==> src/rtl/i2s_tx_pkg.sv <==
package i2s_tx_pkg;

   // Channel slot order within one frame: left is always sent first.
   typedef enum logic {
      CH_LEFT  = 1'b0,
      CH_RIGHT = 1'b1
   } chan_e;

   // Per-cycle slot request from the sequencer to the shifter.
   typedef struct packed {
      logic load;      // a new slot starts at this bit-clock fall
      logic zero;      // slot belongs to the silent frame
      logic active;    // next bit is part of a frame
   } slot_req_t;

endpackage

==> src/rtl/i2s_bclk_gen.sv <==
module i2s_bclk_gen #(
   parameter int RATIO_W = 8
) (
   input  logic               clk,
   input  logic               rst_n,
   input  logic [RATIO_W-1:0] ratio,
   output logic               bclk_o,
   output logic               fall_o
);

   localparam int CNT_W = RATIO_W + 1;

   generate
      if (RATIO_W < 1) begin : g_bad_ratio_w
         $error("i2s_bclk_gen: RATIO_W must be at least 1");
      end
   endgenerate

   logic [CNT_W-1:0] cnt;
   logic [CNT_W-1:0] lim;
   logic             tick;

   // A half period lasts lim+1 = ratio+2 cycles; >= keeps a lowered ratio safe.
   assign lim  = {1'b0, ratio} + {{(CNT_W-1){1'b0}}, 1'b1};
   assign tick = (cnt >= lim);

   always_ff @(posedge clk) begin
      if (!rst_n) begin
         cnt    <= '0;
         bclk_o <= 1'b0;
      end else if (tick) begin
         cnt    <= '0;
         bclk_o <= ~bclk_o;
      end else begin
         cnt    <= cnt + {{(CNT_W-1){1'b0}}, 1'b1};
      end
   end

   assign fall_o = tick & bclk_o;

   // the shortest half period is two MCLK cycles
   p_min_half_r1: assert property (@(posedge clk) disable iff (!rst_n)
      !$stable(bclk_o) |=> $stable(bclk_o));

endmodule

==> src/rtl/i2s_tx_seq.sv <==
module i2s_tx_seq
   import i2s_tx_pkg::*;
#(
   parameter int DATA_W = 32,
   parameter int RES_W  = 6,
   parameter int IDX_W  = $clog2(DATA_W)
) (
   input  logic             clk,
   input  logic             rst_n,
   input  logic             fall,
   input  logic             tx_en,
   input  logic [RES_W-1:0] res,
   output slot_req_t        req_o,
   output logic [IDX_W-1:0] nxt_idx_o,
   output logic             active_o,
   output logic             silent_o,
   output logic             ws_o
);

   generate
      if ((1 << RES_W) <= DATA_W) begin : g_bad_res_w
         $error("i2s_tx_seq: RES_W cannot express DATA_W");
      end
   endgenerate

   chan_e            slot, n_slot;
   logic [IDX_W-1:0] idx, n_idx;
   logic [IDX_W-1:0] wm1, n_wm1, wm1_cfg;
   logic             active, n_active;
   logic             silent, n_silent;
   logic             pend, n_pend;
   logic             en_q;
   logic             rise, pend_or, boundary, n_ws;

   // Effective slot length minus one; out-of-range settings fall back to DATA_W.
   always_comb begin
      if (res == '0 || int'(res) > DATA_W) wm1_cfg = IDX_W'(DATA_W - 1);
      else                                 wm1_cfg = IDX_W'(int'(res) - 1);
   end

   assign rise     = tx_en & ~en_q;
   assign pend_or  = pend | rise;
   assign boundary = !active || (slot == CH_RIGHT && idx == '0);

   always_comb begin
      n_active  = active;
      n_slot    = slot;
      n_idx     = idx;
      n_wm1     = wm1;
      n_silent  = silent;
      n_pend    = pend_or;
      req_o     = '0;
      if (fall) begin
         if (boundary) begin
            if (tx_en) begin
               n_active   = 1'b1;
               n_slot     = CH_LEFT;
               n_wm1      = wm1_cfg;
               n_idx      = wm1_cfg;
               n_silent   = pend_or;
               n_pend     = 1'b0;
               req_o.load = 1'b1;
               req_o.zero = pend_or;
            end else begin
               n_active = 1'b0;
               n_slot   = CH_LEFT;
               n_idx    = '0;
               n_silent = 1'b0;
            end
         end else if (idx == '0) begin
            n_slot     = CH_RIGHT;
            n_idx      = wm1;
            req_o.load = 1'b1;
            req_o.zero = silent;
         end else begin
            n_idx = idx - {{(IDX_W-1){1'b0}}, 1'b1};
         end
      end
      req_o.active = n_active;
      // Select leads the slot by one bit: it flips on the LSB of the slot before.
      n_ws = n_active && ((n_slot == CH_RIGHT) ^ (n_idx == '0));
   end

   always_ff @(posedge clk) begin
      if (!rst_n) begin
         active <= 1'b0;
         slot   <= CH_LEFT;
         idx    <= '0;
         wm1    <= '0;
         silent <= 1'b0;
         pend   <= 1'b0;
         en_q   <= 1'b0;
         ws_o   <= 1'b0;
      end else begin
         active <= n_active;
         slot   <= n_slot;
         idx    <= n_idx;
         wm1    <= n_wm1;
         silent <= n_silent;
         pend   <= n_pend;
         en_q   <= tx_en;
         ws_o   <= n_ws;
      end
   end

   assign nxt_idx_o = n_idx;
   assign active_o  = active;
   assign silent_o  = silent;

   // the bit index never exceeds the slot length latched for the frame
   p_idx_bound_r2: assert property (@(posedge clk) disable iff (!rst_n)
      active |-> (idx <= wm1));

   // a frame is never abandoned in its left slot
   p_no_stop_left_r8: assert property (@(posedge clk) disable iff (!rst_n)
      (active && slot == CH_LEFT) |=> active);

endmodule

==> src/rtl/i2s_tx_shift.sv <==
module i2s_tx_shift
   import i2s_tx_pkg::*;
#(
   parameter int DATA_W = 32,
   parameter int IDX_W  = $clog2(DATA_W)
) (
   input  logic              clk,
   input  logic              rst_n,
   input  logic              fall,
   input  slot_req_t         req,
   input  logic [IDX_W-1:0]  nxt_idx,
   input  logic [DATA_W-1:0] fifo_data,
   input  logic              fifo_empty,
   output logic              pop_o,
   output logic              underrun_o,
   output logic              sd_o
);

   logic [DATA_W-1:0] word;
   logic [DATA_W-1:0] src;
   logic              need;

   assign need       = req.load & ~req.zero;
   assign pop_o      = need & ~fifo_empty;
   assign underrun_o = need & fifo_empty;

   // Silent and starved slots load an all-zero word.
   assign src = req.load ? (pop_o ? fifo_data : '0) : word;

   always_ff @(posedge clk) begin
      if (!rst_n) begin
         word <= '0;
         sd_o <= 1'b0;
      end else if (fall) begin
         if (req.load) word <= src;
         sd_o <= req.active ? src[nxt_idx] : 1'b0;
      end
   end

   // starvation reports last a single MCLK cycle
   p_under_pulse_r7: assert property (@(posedge clk) disable iff (!rst_n)
      underrun_o |=> !underrun_o);

   // a starved slot never pops
   p_under_no_pop_r7: assert property (@(posedge clk) disable iff (!rst_n)
      fifo_empty |-> !pop_o);

endmodule

==> src/rtl/i2s_tx_serializer.sv <==
module i2s_tx_serializer
   import i2s_tx_pkg::*;
#(
   parameter int DATA_W  = 32,
   parameter int RATIO_W = 8,
   parameter int RES_W   = 6
) (
   input  logic               clk,
   input  logic               rst_n,
   input  logic               tx_en,
   input  logic [RATIO_W-1:0] ratio,
   input  logic [RES_W-1:0]   res,
   input  logic [DATA_W-1:0]  fifo_data,
   input  logic               fifo_empty,
   output logic               fifo_pop,
   output logic               bclk,
   output logic               ws,
   output logic               sd,
   output logic               underrun
);

   localparam int IDX_W = $clog2(DATA_W);

   generate
      if (DATA_W < 2) begin : g_bad_data_w
         $error("i2s_tx_serializer: DATA_W must be at least 2");
      end
   endgenerate

   logic             fall;
   slot_req_t        req;
   logic [IDX_W-1:0] nxt_idx;
   logic             active;
   logic             silent;

   i2s_bclk_gen #(
      .RATIO_W (RATIO_W)
   ) u_div (
      .clk    (clk),
      .rst_n  (rst_n),
      .ratio  (ratio),
      .bclk_o (bclk),
      .fall_o (fall)
   );

   i2s_tx_seq #(
      .DATA_W (DATA_W),
      .RES_W  (RES_W),
      .IDX_W  (IDX_W)
   ) u_seq (
      .clk       (clk),
      .rst_n     (rst_n),
      .fall      (fall),
      .tx_en     (tx_en),
      .res       (res),
      .req_o     (req),
      .nxt_idx_o (nxt_idx),
      .active_o  (active),
      .silent_o  (silent),
      .ws_o      (ws)
   );

   i2s_tx_shift #(
      .DATA_W (DATA_W),
      .IDX_W  (IDX_W)
   ) u_shift (
      .clk        (clk),
      .rst_n      (rst_n),
      .fall       (fall),
      .req        (req),
      .nxt_idx    (nxt_idx),
      .fifo_data  (fifo_data),
      .fifo_empty (fifo_empty),
      .pop_o      (fifo_pop),
      .underrun_o (underrun),
      .sd_o       (sd)
   );

   // line changes line up with bit-clock falls
   p_lines_on_fall_r5: assert property (@(posedge clk) disable iff (!rst_n)
      (!$stable(sd) || !$stable(ws)) |-> $fell(bclk));

   // pops coincide with a bit-clock fall
   p_pop_at_fall_r3: assert property (@(posedge clk) disable iff (!rst_n)
      fifo_pop |=> $fell(bclk));

   // a popped word never lands in the silent frame
   p_pop_not_silent_r6: assert property (@(posedge clk) disable iff (!rst_n)
      fifo_pop |=> !silent);

   // outside a frame both lines rest low
   p_idle_quiet_r8: assert property (@(posedge clk) disable iff (!rst_n)
      !active |-> (!ws && !sd));

endmodule

==> config.mk <==
export PLATFORM = sky130hd
export DESIGN_NAME = i2s_tx_serializer
export DESIGN_NICKNAME = d
export VERILOG_FILES = /design/src/rtl/i2s_tx_pkg.sv /design/src/rtl/i2s_bclk_gen.sv /design/src/rtl/i2s_tx_seq.sv /design/src/rtl/i2s_tx_shift.sv /design/src/rtl/i2s_tx_serializer.sv
export SDC_FILE = /design/constraint.sdc
export NUM_CORES = 1
export LEC_CHECK = 0
export ABC_AREA = 1
export CAP_MARGIN = 10
export CORE_MARGIN = 3
export CORE_UTILIZATION = 36
export CTS_CLUSTER_DIAMETER = 200
export DETAILED_ROUTE_END_ITERATION = 10
export GPL_TIMING_DRIVEN = 0
export PLACE_DENSITY = 0.66
export SLEW_MARGIN = 20
export SYNTH_ARGS = -nofsm -noshare
export SYNTH_HDL_FRONTEND = slang
export SYNTH_SLANG_ARGS = --single-unit
==> constraint.sdc <==
create_clock -name clk -period 9 [get_ports clk]
set_input_delay 1.8 -clock clk [delete_from_list [all_inputs] [get_ports clk]]
set_output_delay 1.8 -clock clk [all_outputs]
set_load 0.01 [all_outputs]
[After elaboration in Yosys (flattened, before gate mapping)]
Index checks and enable logic that the tools add are counted.
Storage, ports and cells
  bits in registers: 59
  latch bits: 0
  RAM bits: 0
  bits in read-only memories: 0
  input bits: 50
  logic and storage cells: 67
  memories: 0
Operators by class
  add/subtract/negate cells: 4
  multiply operators: 0
  div/mod/pow operators: 0
  order comparisons: 3
  equal/unequal tests: 0
  shift-type cells: 0
  muxes and demuxes: 24
  bitwise logic cells: 12
  reduce and logical (&&, ||, !) cells: 12
Operator list (number)
  two-way mux 32 bit: 2
  two-way mux 5 bit: 5
  two-way mux 1 bit: 12
  logical NOT 5 bit: 2
  subtractor 5 x 1 -> 5 bit, second input constant: 2
  adder 8 x 1 -> 9 bit, second input constant: 1
  adder 9 x 1 -> 9 bit, second input constant: 1
  greater-or-equal comparator 9 bit: 1
  two-way mux 2 bit: 4
  > comparator 6 bit, second input constant: 1
  logical NOT 6 bit: 1
  less-than comparator 5 x 6 -> 1 bit, second input constant: 1
  AND 1 bit: 5
  binary-select mux 1 bit (select 5 bit): 1
  inverter 1 bit: 5
  AND reduction 2 bit: 2
  AND reduction 3 bit: 1
  logical AND 1 bit: 2
  logical OR 1 bit: 2
  OR reduction 2 bit: 1
  logical NOT 1 bit: 1
  bitwise OR 1 bit: 1
  XOR 1 bit: 1

[Logic depth before layout (Yosys ltp)]
  depth in word-level cells: 14
  gate-level depth with buffers: 27
  gate-level depth less buffers: 26

[Cells and area by module]
Synthesis repeated with hierarchy kept, for this count alone.
Second synthesis, totals
  cells, all modules: 545
  area, all modules: 3644.7 um^2
Modules (own cells, without submodules)
  i2s_tx_shift: times used 1, cells an instance 275, area an instance 1796.7 um^2, sequential area each 660.6 um^2
  i2s_tx_seq: times used 1, cells an instance 166, area an instance 1081.0 um^2, sequential area each 320.3 um^2
  i2s_bclk_gen: times used 1, cells an instance 104, area an instance 767.0 um^2, sequential area each 200.2 um^2

[Worst setup path after synthesis]
OpenSTA, ideal clock, no wires.
  path kind: input port to output port
  start: input ratio[0]
  end: output underrun
  data arrival time: 3651 ps
  data required time: 7200 ps
  path slack: 3549 ps
  stages on the path: 13
  buffers on the path: 0
  cell sequence: ha_1 > nand3_1 > nor2_1 > nand2_1 > xor2_1 > ha_1 > a21oi_1 > o21a_1 > nand2_2 > nand2_4 > nor2_8 > inv_2 > nor3b_1
Between the ends
  cells in the longest elaborated chain, start to end: 7
RTL lines
  from (decl): line i2s_tx_serializer.sv:11  | input logic [RATIO_W-1:0] ratio,
  adder 8 x 1 -> 9 bit (*): line i2s_bclk_gen.sv:24  | assign lim = {1'b0, ratio} + {{(CNT_W-1){1'b0}}, 1'b1};
  greater-or-equal comparator 9 bit (*): line i2s_bclk_gen.sv:25  | assign tick = (cnt >= lim);
  AND 1 bit (*): line i2s_bclk_gen.sv:39  | assign fall_o = tick & bclk_o;
  two-way mux 2 bit (*): line i2s_tx_seq.sv:53  | if (fall) begin
  inverter 1 bit: line i2s_tx_shift.sv:23  | assign need = req.load & ~req.zero;
  AND 1 bit (*): line i2s_tx_shift.sv:23
  AND 1 bit (*): line i2s_tx_shift.sv:25  | assign underrun_o = need & fifo_empty;
  to (decl): line i2s_tx_serializer.sv:19  | output logic underrun
Mark *: on every way between the ends. The rest lies on a longest branch, timed or not.

[Final worst setup path]
  start: input ratio[2]
  end: output underrun
The elaborated chain is that of the path after synthesis.

==> out/metrics.yaml <==
clock_tree:
  ctsHoldBuffers: 0
  insertion_delay_ns: 0.35
  cts_tree: "built"
  cts_resized: 0
  cts_setup_buffers: 0
  root_buffer: "clkbuf_8"
  cts_buffer_depth: 2
  cts_buffers: 9
  clk_pin_slew_ns: 0.06
  clock-sinks: 59
  htree_levels: 3
sta:
  worst_pin_slew_ns: 0.717
  setup_tns_ns: 0
  rsz0062_at_grt: "no"
  setup_viol: 0
  min_period_over_period_pct: 73.9
  final_hold_viol_count: 0
  worst_slew_margin_rel_pct: 51.7
  fin_ws_ns: 2.35
  drv_slew: 0
  fmax_mhz: 150
  skew_ns: 0.0132
  period_needed_ns: 6.65
power:
  worst_ir_drop_vdd_v: 0.0000663
  p_clk_share_pct: 44.8
  p_int_uw: 447
  pwr_density_cell_mw_per_mm2: 129
  p_sw_share_pct: 24.2
  leakage_nw: 2.19
  p_seq_share_pct: 44.9
  p_switching_uw: 143
  combPwrFrac_pct: 10.3
global_route:
  overflow: 0
  track_usage_pct: 17.1
  grt_pass1_vias: 3442
  grt_pass1_wl_um: 15700
  antenna_found_initial: 0
  grt_max_degree: 11
logic_synthesis:
  yosys.area.top_type: "dfxtp_1"
  syn_nets: 604
  synth.distinct_cells: 39
  synth_edf_count: 0
  ys_async_sr_fraction_pct: 0
  synth_area_leaders: "dfxtp_1 (32%), nand2_1 (13%), nor2_1 (7.6%), inv_1 (7.3%), o31ai_1 (7.0%)"
  ys_ff_latch: 59
  syn_area_mm2: 0.00366
  synth_flop_cell: "dfxtp_1"
  ys_warn_count: 0
  synthCells: 540
  synth_top_area_share_pct: 32.2
  avgSynthCellArea_um2: 6.78
  seq_area_frac_synth_pct: 32.2
placed_design:
  post-place-ws_ns: 2.34
  io_buffers: 52
  dp_hpwl_um: 7020
  gp_congestion: 0.900
floorplan:
  fp.dieArea_mm2: 0.0114
  core_mm2: 0.00982
  row_count: 36
  die_x_um: 107
  io_pins: 55
  start_util_pct: 37.3
  die_h_um: 107
finish:
  ff_latch_area_mm2: 0.00118
  final_cell_mix: "nand2_1 (128), nor2_1 (74), inv_1 (71)"
  num_antenna_cells: 0
  multi_input_area_mm2: 0.00206
  fin_nets: 667
  area_delta_synth_final_pct: 24.5
  fillers: 1038
  final_common_cell: "nand2_1"
  drive_gt1_share_pct: 10.5
worst_hold_path:
  hp-start: "u_shift.sd_o"
  min_delay_path_depth: 2
  min_to: "u_shift.sd_o"
  hold_path.class: "register to register"
setup_path:
  r2r-start: "u_div.cnt[3]"
  crit_arrival_ns: 4.85
  crit_chain: "clkdlybuf4s50_1, nand3_1, nand3b_1, nor2_1, xor2_1, inv_1, ha_1, nand2_1, o21a_1, nand2_2, nand2_4, nor2_8, inv_2, nor3b_1, clkdlybuf4s50_1"
  crit_family: "buffers and inverters"
  rrSetupSlack_ns: 6.16
  crit_top_cell: "clkdlybuf4s50_1"
  worstSetupPathType: "primary input to primary output"
  cp-end-kind: "primary output"
  critPathBufInv: 4
  critPathLaunchType: "primary input"
  critPathMaxFanout: 8
  slowest_stage: "clkdlybuf4s50_1"
  cp_slowest_stage_delay_ns: 0.58
  rr_worst_depth: 22
  timing.rr.end: "u_shift.sd_o"
  required_ns: 7.20
job:
  maxCapViolCount: 0
route:
  drt.antenna.violating_nets: 0
  avgViaCountPerCell: 4.82
  totalWireLength_um: 9460
  first_pass_iters: 4
  wl_per_cell_um: 12.8
  vias: 3570
  drc: 0
  dr.first_iter.drc_count: 176
status:
  status: "complete, no violations"
==> registers in the layout, summed over array words and instances, names as in the netlist <==
signal,cells
u_shift.word,32
u_div.cnt,9
u_seq.idx,5
u_seq.wm1,5
u_div.bclk_o,1
u_seq.active_o,1
u_seq.en_q,1
u_seq.pend,1
u_seq.silent_o,1
u_seq.slot,1
u_seq.ws_o,1
u_shift.sd_o,1
==> layer usage <==
metal,vias up,track usage [%],share of wire [%]
met5,-,0,0
met4,0,5.39,1.2
met3,10,4.27,5.6
met2,89,29.0,47
met1,1624,21.1,46
li1,1847,-,-
==> worst max-delay path by stage <==
stage	start	endpoint	slack (ns)	depth (start not counted)
final	ratio[2]	underrun	2.35	15
after global routing	ratio[2]	underrun	2.10	15
after CTS	ratio[2]	underrun	2.33	15
after detailed placement	ratio[2]	underrun	2.34	15
after global placement	ratio[0]	underrun	2.41	15
after floorplan	ratio[0]	underrun	3.55	13
==> cell type report <==
| class | count | area share (%) |
|---|---|---|
| multi-input combinational | 382 | 45.1 |
| sequential | 59 | 25.9 |
| clock inverter | 5 | 1.70 |
| inverter | 80 | 6.59 |
| clock buffer | 11 | 2.88 |
| tap | 133 | 3.65 |
| buffer | 19 | 2.74 |
| timing repair buffer | 52 | 11.4 |
==> cell usage after synthesis, types with 2 or more instances <==
| master | count |
|---|---|
| a21oi_1 | 13 |
| buf_2 | 4 |
| buf_6 | 6 |
| clkbuf_1 | 8 |
| dfxtp_1 | 59 |
| ha_1 | 14 |
| inv_1 | 71 |
| inv_2 | 9 |
| nand2_1 | 128 |
| nand2_2 | 7 |
| nand2_4 | 2 |
| nand3_1 | 33 |
| nand4_1 | 3 |
| nor2_1 | 74 |
| nor3_1 | 6 |
| nor3b_1 | 2 |
| o211ai_1 | 4 |
| o21ai_0 | 9 |
| o21ai_1 | 4 |
| o21ai_2 | 2 |
| o31ai_1 | 34 |
| or2_1 | 6 |
| or2_2 | 12 |
| xnor2_1 | 3 |
| xor2_1 | 13 |
==> power groups by stage <==
| stage | sequential [mW] | clock (mW) | combinational, mW |
|---|---|---|---|
| CTS | 0.265 | 0.269 | 0.0613 |
| global route | 0.265 | 0.281 | 0.0685 |
| floorplan | 0.270 | 0 | 0.0293 |
| global placement | 0.270 | 0 | 0.0591 |
| finish | 0.265 | 0.264 | 0.0609 |
| detailed placement | 0.271 | 0 | 0.0609 |
==> metrics by stage <==
stage	power [mW]	cells	util, %	hold WS [ns]	area, µm²
floorplan	0.299	540	-	0.430	3660
global placement	0.330	725	44.3	0.442	4350
detailed placement	0.331	725	44.3	0.453	4350
CTS	0.595	741	46.4	0.465	4560
global route	0.615	741	46.4	0.480	4560
finish	0.590	741	46.4	0.465	4560
==> tightest hold or removal path, cell delays in order (launching register included) <==
cell     delay, ns
dfxtp_1       0.31
nand2_1       0.06
a21oi_1       0.05
==> logic make-up (layout without fill, tap and decap cells) <==
group	after synthesis	count (layout)	synth area share [%]
XOR/XNOR	16	16	3.83
AO/OA/AOI/OAI	73	73	13.6
adder cells (fa/ha/maj)	14	14	4.78
AND/OR/NAND/NOR	279	279	34.0
buffers and inverters	99	167	11.6
flip-flops	59	59	32.2
Power figures use the tool's default switching activity.
